## src/rtl/rtc_alarm_pkg.sv

```systemverilog
package rtc_alarm_pkg;
  localparam int NUM_ALARMS = 2;
  localparam int NUM_FIELDS = 6;
  localparam int FIELD_W    = 7;
  localparam int DATA_W     = 8;
  localparam int ADDR_W     = 5;
  localparam int BANK_STRIDE = 8;

  typedef enum logic [1:0] {
    PIN_IRQ   = 2'b00,
    PIN_1HZ   = 2'b01,
    PIN_4KHZ  = 2'b10,
    PIN_32KHZ = 2'b11
  } pin_sel_e;
endpackage

```

## src/rtl/rtc_alarm_regs.sv

```systemverilog
module rtc_alarm_regs
  import rtc_alarm_pkg::*;
#(
  parameter int NA = NUM_ALARMS,
  parameter int NF = NUM_FIELDS,
  parameter int FW = FIELD_W,
  parameter int DW = DATA_W,
  parameter int AW = ADDR_W,
  parameter int STRIDE = BANK_STRIDE
) (
  input  logic               clk,
  input  logic               rst,
  input  logic               we,
  input  logic [AW-1:0]      addr,
  input  logic [DW-1:0]      wdata,
  output logic [NA*NF*FW-1:0] val,
  output logic [NA*NF-1:0]   fen,
  output pin_sel_e           pin_sel,
  output logic               repeat_mode,
  output logic [NA-1:0]      irq_en,
  output logic               ctrl_wr
);
  localparam int CTRL_ADDR = NA * STRIDE;

  assign ctrl_wr = we && (addr == AW'(CTRL_ADDR));

  // alarm value and per-field enable storage
  always_ff @(posedge clk) begin
    if (rst) begin
      val <= '0;
      fen <= '0;
    end else if (we) begin
      for (int a = 0; a < NA; a++) begin
        for (int f = 0; f < NF; f++) begin
          if (addr == AW'(a * STRIDE + f)) begin
            val[(a*NF+f)*FW +: FW] <= wdata[FW-1:0];
            fen[a*NF+f]            <= wdata[DW-1];
          end
        end
      end
    end
  end

  // control register
  always_ff @(posedge clk) begin
    if (rst) begin
      pin_sel     <= PIN_IRQ;
      repeat_mode <= 1'b0;
      irq_en      <= '0;
    end else if (ctrl_wr) begin
      pin_sel     <= pin_sel_e'(wdata[1:0]);
      repeat_mode <= wdata[2];
      irq_en      <= wdata[3 +: NA];
    end
  end
endmodule

```

## src/rtl/rtc_alarm_match.sv

```systemverilog
module rtc_alarm_match
  import rtc_alarm_pkg::*;
#(
  parameter int NA = NUM_ALARMS,
  parameter int NF = NUM_FIELDS,
  parameter int FW = FIELD_W
) (
  input  logic                clk,
  input  logic                rst,
  input  logic [NA*NF*FW-1:0] val,
  input  logic [NA*NF-1:0]    fen,
  input  logic [NF*FW-1:0]    tcur,
  output logic [NA-1:0]       evt
);
  logic [NA-1:0] match, match_q;

  for (genvar a = 0; a < NA; a++) begin : g_alarm
    logic [NF-1:0] hit;
    for (genvar f = 0; f < NF; f++) begin : g_field
      assign hit[f] = !fen[a*NF+f] ||
                      (val[(a*NF+f)*FW +: FW] == tcur[f*FW +: FW]);
    end
    assign match[a] = (|fen[a*NF +: NF]) && (&hit);
  end

  // rising-edge detect: one event per new match
  always_ff @(posedge clk) begin
    if (rst) begin
      match_q <= '0;
      evt     <= '0;
    end else begin
      match_q <= match;
      evt     <= match & ~match_q;
    end
  end
endmodule

```

## src/rtl/rtc_ref_div.sv

```systemverilog
module rtc_ref_div #(
  parameter int DIV_W   = 15,
  parameter int BIT_1HZ = 14,
  parameter int BIT_4K  = 2
) (
  input  logic       clk,
  input  logic       rst,
  input  logic       ref_in,
  output logic       ref_rise,
  output logic [2:0] wave
);
  logic s1, s2, s3;
  logic [DIV_W-1:0] cnt;

  always_ff @(posedge clk) begin
    if (rst) begin
      s1 <= 1'b0;
      s2 <= 1'b0;
      s3 <= 1'b0;
    end else begin
      s1 <= ref_in;
      s2 <= s1;
      s3 <= s2;
    end
  end

  assign ref_rise = s2 & ~s3;

  always_ff @(posedge clk) begin
    if (rst)           cnt <= '0;
    else if (ref_rise) cnt <= cnt + 1'b1;
  end

  assign wave[0] = cnt[BIT_1HZ];
  assign wave[1] = cnt[BIT_4K];
  assign wave[2] = s3;
endmodule

```

## src/rtl/rtc_irq_pulse.sv

```systemverilog
module rtc_irq_pulse #(
  parameter int PULSE_TICKS = 819,
  localparam int CW = $clog2(PULSE_TICKS + 1)
) (
  input  logic clk,
  input  logic rst,
  input  logic start,
  input  logic tick,
  output logic busy
);
  logic [CW-1:0] cnt;

  always_ff @(posedge clk) begin
    if (rst)                      cnt <= '0;
    else if (start)               cnt <= CW'(PULSE_TICKS);
    else if (tick && cnt != '0)   cnt <= cnt - 1'b1;
  end

  assign busy = (cnt != '0);
endmodule

```

## src/rtl/rtc_alarm_irq.sv

```systemverilog
module rtc_alarm_irq
  import rtc_alarm_pkg::*;
#(
  parameter int NA          = NUM_ALARMS,
  parameter int FW          = FIELD_W,
  parameter int PULSE_TICKS = 819
) (
  input  logic          clk,
  input  logic          rst,
  input  logic          ref_in,
  input  logic          cfg_we,
  input  logic [4:0]    cfg_addr,
  input  logic [7:0]    cfg_wdata,
  input  logic          stat_rd,
  input  logic [FW-1:0] t_sec,
  input  logic [FW-1:0] t_min,
  input  logic [FW-1:0] t_hour,
  input  logic [FW-1:0] t_wday,
  input  logic [FW-1:0] t_mday,
  input  logic [FW-1:0] t_mon,
  output logic [NA-1:0] alarm_flags,
  output logic          irq_freq_pin
);
  localparam int NF = NUM_FIELDS;

  logic [NA*NF*FW-1:0] val;
  logic [NA*NF-1:0]    fen;
  pin_sel_e            fo_sel;
  logic                repeat_mode;
  logic [NA-1:0]       irq_en;
  logic                ctrl_wr;
  logic [NA-1:0]       evt;
  logic [NA-1:0]       armed;
  logic [NA-1:0]       fire;
  logic                ref_rise;
  logic [2:0]          wave;
  logic                pulse_busy;
  logic [NF*FW-1:0]    tcur;

  assign tcur = {t_mon, t_mday, t_wday, t_hour, t_min, t_sec};

  rtc_alarm_regs #(.NA(NA), .NF(NF), .FW(FW), .DW(8), .AW(5)) u_regs (
    .clk(clk), .rst(rst), .we(cfg_we), .addr(cfg_addr), .wdata(cfg_wdata),
    .val(val), .fen(fen), .pin_sel(fo_sel), .repeat_mode(repeat_mode),
    .irq_en(irq_en), .ctrl_wr(ctrl_wr)
  );

  rtc_alarm_match #(.NA(NA), .NF(NF), .FW(FW)) u_match (
    .clk(clk), .rst(rst), .val(val), .fen(fen), .tcur(tcur), .evt(evt)
  );

  rtc_ref_div u_div (
    .clk(clk), .rst(rst), .ref_in(ref_in), .ref_rise(ref_rise), .wave(wave)
  );

  assign fire = evt & armed & irq_en & {NA{fo_sel == PIN_IRQ}};

  rtc_irq_pulse #(.PULSE_TICKS(PULSE_TICKS)) u_pulse (
    .clk(clk), .rst(rst), .start(|fire), .tick(ref_rise), .busy(pulse_busy)
  );

  // arming: control write arms, one-shot firing disarms
  always_ff @(posedge clk) begin
    if (rst)              armed <= '0;
    else if (ctrl_wr)     armed <= cfg_wdata[3 +: NA];
    else if (!repeat_mode) armed <= armed & ~fire;
  end

  // status flags: set has priority over read-clear
  always_ff @(posedge clk) begin
    if (rst) alarm_flags <= '0;
    else     alarm_flags <= (alarm_flags & ~{NA{stat_rd}}) | evt;
  end

  always_ff @(posedge clk) begin
    if (rst) irq_freq_pin <= 1'b1;
    else begin
      unique case (fo_sel)
        PIN_IRQ:   irq_freq_pin <= ~pulse_busy;
        PIN_1HZ:   irq_freq_pin <= wave[0];
        PIN_4KHZ:  irq_freq_pin <= wave[1];
        PIN_32KHZ: irq_freq_pin <= wave[2];
        default:   irq_freq_pin <= 1'b1;
      endcase
    end
  end
endmodule

```

## config.mk

```make
export PLATFORM = sky130hd
export DESIGN_NAME = rtc_alarm_irq
export DESIGN_NICKNAME = d
export VERILOG_FILES = /design/src/rtl/rtc_alarm_pkg.sv /design/src/rtl/rtc_alarm_regs.sv /design/src/rtl/rtc_alarm_match.sv /design/src/rtl/rtc_ref_div.sv /design/src/rtl/rtc_irq_pulse.sv /design/src/rtl/rtc_alarm_irq.sv
export SDC_FILE = /design/constraint.sdc
export NUM_CORES = 1
export LEC_CHECK = 0
export BUFFER_PORTS_ARGS = -buffer_cell sky130_fd_sc_hd__buf_2
export CAP_MARGIN = 20
export CORE_MARGIN = 4
export CORE_UTILIZATION = 40
export CTS_CLUSTER_DIAMETER = 80
export DETAILED_ROUTE_END_ITERATION = 6
export PLACE_DENSITY = 0.67
export SYNTH_ARGS = -nofsm -noshare
export SYNTH_HDL_FRONTEND = slang
export SYNTH_SLANG_ARGS = --single-unit
```

## constraint.sdc

```tcl
create_clock -name clk -period 5.9 [get_ports clk]
set_clock_uncertainty 0.15 [all_clocks]
set_input_delay 1.77 -clock clk [delete_from_list [all_inputs] [get_ports clk]]
set_output_delay 1.77 -clock clk [all_outputs]
set_load 0.01 [all_outputs]
```

Word level (Yosys, flattened, before mapping)
Cells that the tools add are included.
{"block": "op_classes", "addsub": 2, "mul": 0, "div": 0, "n_lt_le_gt_ge": 0, "n_eq_ne": 28, "n_shift": 0, "muxes": 5, "bitwise_logic": 13, "reduce_logical": 50}
{"cell": "7-bit == test", "n": 12}
{"cell": "5-bit by 4-bit == test with 1-bit output (second input constant)", "n": 6}
{"cell": "2-bit AND reduction", "n": 12}
{"cell": "10-bit two-way mux", "n": 2}
{"cell": "15-bit by 1-bit adder with 15-bit output (second input constant)", "n": 1}
{"cell": "2-bit AND", "n": 6}
{"cell": "1-bit logical NOT", "n": 12}
{"cell": "1-bit logical OR", "n": 12}
{"cell": "6-bit AND reduction", "n": 2}
{"cell": "6-bit OR reduction", "n": 2}
{"cell": "5-bit by 2-bit == test with 1-bit output (second input constant)", "n": 2}
{"cell": "5-bit by 3-bit == test with 1-bit output (second input constant)", "n": 2}
{"cell": "10-bit nonzero test", "n": 1}
{"cell": "10-bit by 1-bit subtractor with 10-bit output (second input constant)", "n": 1}
{"cell": "2-bit inverter", "n": 3}
{"cell": "5-bit by 1-bit == test with 1-bit output (second input constant)", "n": 1}
{"cell": "5-bit == test (second input constant)", "n": 1}
{"cell": "5-bit logical NOT", "n": 1}
{"cell": "2-bit == test (second input constant)", "n": 2}
{"cell": "1-bit logical AND", "n": 4}
{"cell": "2-bit two-way mux", "n": 2}
{"cell": "1-bit case mux with 4 select lines", "n": 1}
{"cell": "3-bit OR reduction", "n": 1}
{"cell": "2-bit by 1-bit == test with 1-bit output (second input constant)", "n": 1}
{"cell": "other kinds (7)", "n": 8}
{"block": "word_totals", "ff_bits": 138, "latchBits": 0, "ramBits": 0, "rom_bits": 0, "inputBits": 60, "output_inout_bits": 3, "word_cells": 136, "mem_count": 0}

Depth between registers and ports, before layout
{"block": "logic_depth", "ltp_word": 7, "ltp_mapped": 7, "depth_no_buf": 7}

Modules after synthesis
A second synthesis with hierarchy kept.
{"block": "unflattened", "cells_unflattened": 659, "hier_area_um2": 6747.7}
{"mod": "rtc_alarm_regs", "instances": 1, "cells_each": 362, "area_per_inst_um2": 4056.4, "seq_area_each_um2": 2021.9}
{"mod": "rtc_alarm_match", "instances": 1, "cells_each": 126, "area_per_inst_um2": 1093.5, "seq_area_each_um2": 80.1}
{"mod": "rtc_ref_div", "instances": 1, "cells_each": 90, "area_per_inst_um2": 820.8, "seq_area_each_um2": 360.3}
{"mod": "rtc_irq_pulse", "instances": 1, "cells_each": 60, "area_per_inst_um2": 561.8, "seq_area_each_um2": 200.2}
{"mod": "rtc_alarm_irq", "instances": 1, "cells_each": 21, "area_per_inst_um2": 215.2, "seq_area_each_um2": 100.1}

Worst setup path before layout
Ideal clock, no wire load.
{"block": "synth_path", "path_type": "input -> register", "from": "in cfg_addr[3]", "to": "reg u_regs.val[24]", "setup_time_ns": 0.128, "arrival_time_ns": 2.782, "t_required_ns": 5.622, "path_slack_ns": 2.841, "cell_stages": 5, "path_buffers": 1, "cell_sequence": "nor4b_1 -> and3_1 -> buf_2 -> mux2i_1 -> nor2_1"}
{"block": "synth_between", "elab_chain_len": 2}
{"element": "start: declaration", "line": "rtc_alarm_irq.sv:12", "text": "input logic [4:0] cfg_addr,"}
{"element": "5-bit by 2-bit == test with 1-bit output", "line": "rtc_alarm_regs.sv:35", "text": "if (addr == AW'(a * STRIDE + f)) begin"}
{"element": "2-bit AND reduction (no source line)"}
{"element": "end signal: indexed assignment", "line": "rtc_alarm_regs.sv:36", "text": "val[(a*NF+f)*FW +: FW] <= wdata[FW-1:0];"}
{"element": "end: declaration", "line": "rtc_alarm_regs.sv:16", "text": "output logic [NA*NF*FW-1:0] val,"}
Every way passes these cells.
A chain may end at the register's enable or synchronous reset.

Worst setup path after layout
{"block": "layout_path", "from": "in cfg_addr[3]", "to": "reg u_regs.val[23]"}
Same word-level chain as after synthesis.

==> metrics.md <==
| Metric | Value |
|---|---|
| Std-Cell Rows | `45` |
| Final Cycle Share | `0.5303` |
| Nets | `775` |
| Setup_tns | `0 ps` |
| Post-Synth XOR/XNOR Area | `0.1495` |
| EDFF count, synth | `0` |
| Synth Area in Adders | `0.004069` |
| Worst-case reg-to-reg path depth | `5` |
| Number of port buffers | `62` |
| Post-CTS resize count | `0` |
| Net Count, Synth | `722` |
| Synth Area in Simple Gates | `0.1843` |
| Pwr dens | `315.0 nW/µm²` |
| Core area | `15150 µm²` |
| Max Slew Vio Count | `0` |
| Clock buffer depth | `2` |
| Worst setup endpoint | `u_regs.val[23]$_SDFFE_PP0P_` |
| Crit end category | `flip-flop` |
| Die Ht | `132.0 µm` |
| Boundary pin count | `63` |
| Share of layout cells above drive strength 1 | `0.1474` |
| Max Clock Freq | `0.3196 GHz` |
| Slew HR | `0.4125` |
| Initial DRC Count | `302` |
| GP Congestion | `0.7971` |
| Met2 wire length | `6460 µm` |
| Yosys warnings | `0` |
| Die width | `132.0 µm` |
| Total grt overflow | `0` |
| CP Data Arrival Time | `3250 ps` |
| Worst Setup Path Type | `in -> reg` |
| TritonCTS Buffers | `17` |
| Hold_buf cts | `0` |
| CP max stage cell | `and3_1` |
| Routed wire length per instance | `15.21 µm` |
| VDD IR max | `0.1963 mV` |
| CP max stage delay | `470 ps` |
| Ys flop type | `dfxtp_1` |
| CP bufs+invs | `2` |
| Detailed Place HPWL | `9635 µm` |
| Hold Path Stages | `1` |
| Worst path cell trace | `buf_2, nor4b_2, buf_4, and3_1, mux2i_1, nor2_1` |
| Pre-antenna DRT Iters | `4` |
| Post-synthesis mux area share | `0.1355` |
| DR vias | `4648` |
| Top routing layer in use | `met4` |
| Number of antenna violations at the first check in global routing | `0` |
| Setup crit start | `cfg_addr[3]` |
| Asr flop ratio synth | `0` |
| Complex-gate fraction of the synthesized area | `0.05290` |
| CP Launch Type | `input port` |
| Clock Latency Late Sink | `420 ps` |
| Gr usage total | `0.1664` |
| Clock slew at reported path FFs | `60 ps` |
| Most frequent cells in the layout | `138 x dfxtp_1, 112 x nor2_1, 81 x mux2i_1` |
| First-pass GRT wire length | `23300 µm` |
| Hold Path Class | `reg -> reg` |
| Flop2flop setup slack | `3740 ps` |
| Commonest non-fill, non-tap cell in the layout | `dfxtp_1` |
| Synth-to-Final Area Change | `18.17%` |
| WP depth | `6` |
| Largest delay share family, worst path | `simple AND/OR/NAND/NOR gates` |
| Setup violators final | `0` |
| FF+latch count, synth | `138` |
| P_leak | `3.032 nW` |
| Die ar. | `17420 µm²` |
| Fin. Hold Viols | `0` |
| Min Tclk post-route | `3129 ps` |
| Met1 wire length | `6525 µm` |
| Reg2reg end | `u_div.cnt[14]$_SDFFE_PP0P_` |
| Register area share after synthesis | `0.4492` |
| DRT antenna net count | `0` |
| CTS tree | `done` |
| Worst EP required | `6020 ps` |
| RSZ-0062 raised after global routing | `no` |
| Largest net degree at the start of global routing | `89` |
| Htree depth | `4` |
| Cell Area, Synth | `6150 µm²` |
| Met3 Wirelength | `660 µm` |
| Cells after synthesis | `660` |
| Routed WL | `13900 µm` |
| Residual DRC | `0` |
| Core Util, Final | `0.4798` |
| Status | `complete, no violations` |
| Root buffer cell | `clkbuf_16` |
| Yosys cell types | `40` |
| Worst-margin pin slew | `881.2 ps` |
| Vias per cell | `5.085` |
| Layout fillers | `1406` |
| Setup bufs post-CTS | `0` |
| CP Max Fanout | `11` |
| Number of max-cap violations | `0` |
| Mean Syn Cell Area | `9.318 µm²` |
| Main combinational cell family by area after synthesis | `simple AND/OR/NAND/NOR gates` |
| Clock sinks | `138` |
| Vias in the first global route | `4528` |
| Initial Util | `0.4060` |
| Origin of the critical flop-to-flop path | `u_div.s2$_SDFF_PP0_` |
| Antenna cell count | `0` |
cells by family (layout without fill, tap and decap cells):
kind of cell / after synthesis / count (layout)
compound gates: 53 / 53
fa+ha+maj: 2 / 2
mux: 82 / 82
simple gates: 242 / 242
xor+xnor: 105 / 105
buf+inv: 38 / 104
flops: 138 / 138
stage by stage:
stage	power, mW	hold WS (ps)	area [µm²]	setup WS (ps)	std cells
3_5_place_dp	1.120	275.5	6599	1830	881
6_report	2.289	287.0	7267	2771	914
4_1_cts	2.304	290.6	7259	2274	913
5_1_grt	2.366	311.7	7267	2720	914
3_3_place_gp	1.119	268.8	6599	1961	881
2_1_floorplan	1.062	263.8	6150	2841	660
metal layers:
layer / track usage / up-vias
met5: 0 / -
met2: 0.2583 / 86
li1: - / 2354
met3: 0.04656 / 21
met1: 0.2171 / 2187
met4: 0.07176 / 0
worst reg2reg max path, delay by kind of cell, from the launching register on:
kind | cells | cell delay, ps
AND/OR/NAND/NOR | 4 | 1380
flip-flops | 1 | 330
XOR/XNOR | 1 | 160
layout make-up:
class | instances | area (µm²) | area share
multi-input combinational | 484 | 3243 | 0.4463
sequential | 138 | 2763 | 0.3802
clock buffer | 17 | 425.4 | 0.05854
timing repair buffer | 66 | 342.8 | 0.04718
clock inverter | 15 | 235.2 | 0.03237
tap | 188 | 235.2 | 0.03237
inverter | 6 | 22.52 | 0.003099
Yosys cell counts (3+ instances only):
cell / instances / area share
inv_1: 6 / 0.0037
clkbuf_1: 25 / 0.015
nor4_1: 4 / 0.0041
nor2_1: 112 / 0.068
xor2_1: 54 / 0.077
nand4_1: 17 / 0.017
o21ai_0: 3 / 0.0024
and4_1: 3 / 0.0043
a31oi_1: 3 / 0.0031
dfxtp_1: 138 / 0.45
nor3_1: 11 / 0.0090
buf_2: 6 / 0.0049
nand2_1: 44 / 0.027
a21oi_1: 33 / 0.027
mux2i_1: 81 / 0.13
nand3_1: 22 / 0.018
nor2b_1: 6 / 0.0061
o41ai_1: 10 / 0.014
xnor2_1: 51 / 0.073
nor4b_1: 3 / 0.0043
worst min-delay path by stage:
stage | startpoint | to | slack, ps
4_1_cts | u_div.s1$_SDFF_PP0_ | u_div.s2$_SDFF_PP0_ | 290
3_5_place_dp | u_div.s1$_SDFF_PP0_ | u_div.s2$_SDFF_PP0_ | 280
2_1_floorplan | u_div.s1$_SDFF_PP0_ | u_div.s2$_SDFF_PP0_ | 260
6_report | u_div.s1$_SDFF_PP0_ | u_div.s2$_SDFF_PP0_ | 290
3_3_place_gp | u_div.s1$_SDFF_PP0_ | u_div.s2$_SDFF_PP0_ | 270
5_1_grt | u_div.s1$_SDFF_PP0_ | u_div.s2$_SDFF_PP0_ | 310
power by group:
part | internal [mW] | leakage (nW) | switching (mW) | total, mW
registers | 0.944 | 1.11 | 0.00828 | 0.952
logic | 0.0608 | 1.60 | 0.0866 | 0.147
clock network | 0.760 | 0.316 | 0.430 | 1.19
registers in the layout (all words and copies together), names as in the netlist:
register / cells
u_regs.val: 84
u_div.cnt: 15
u_regs.fen: 12
u_pulse.cnt: 10
alarm_flags: 2
armed: 2
u_match.evt: 2
u_match.match_q: 2
u_regs.irq_en: 2
u_regs.pin_sel: 2
irq_freq_pin: 1
u_div.s1: 1
u_div.s2: 1
u_div.s3: 1
u_regs.repeat_mode: 1
No activity file was read; power rests on OpenSTA's default activity.
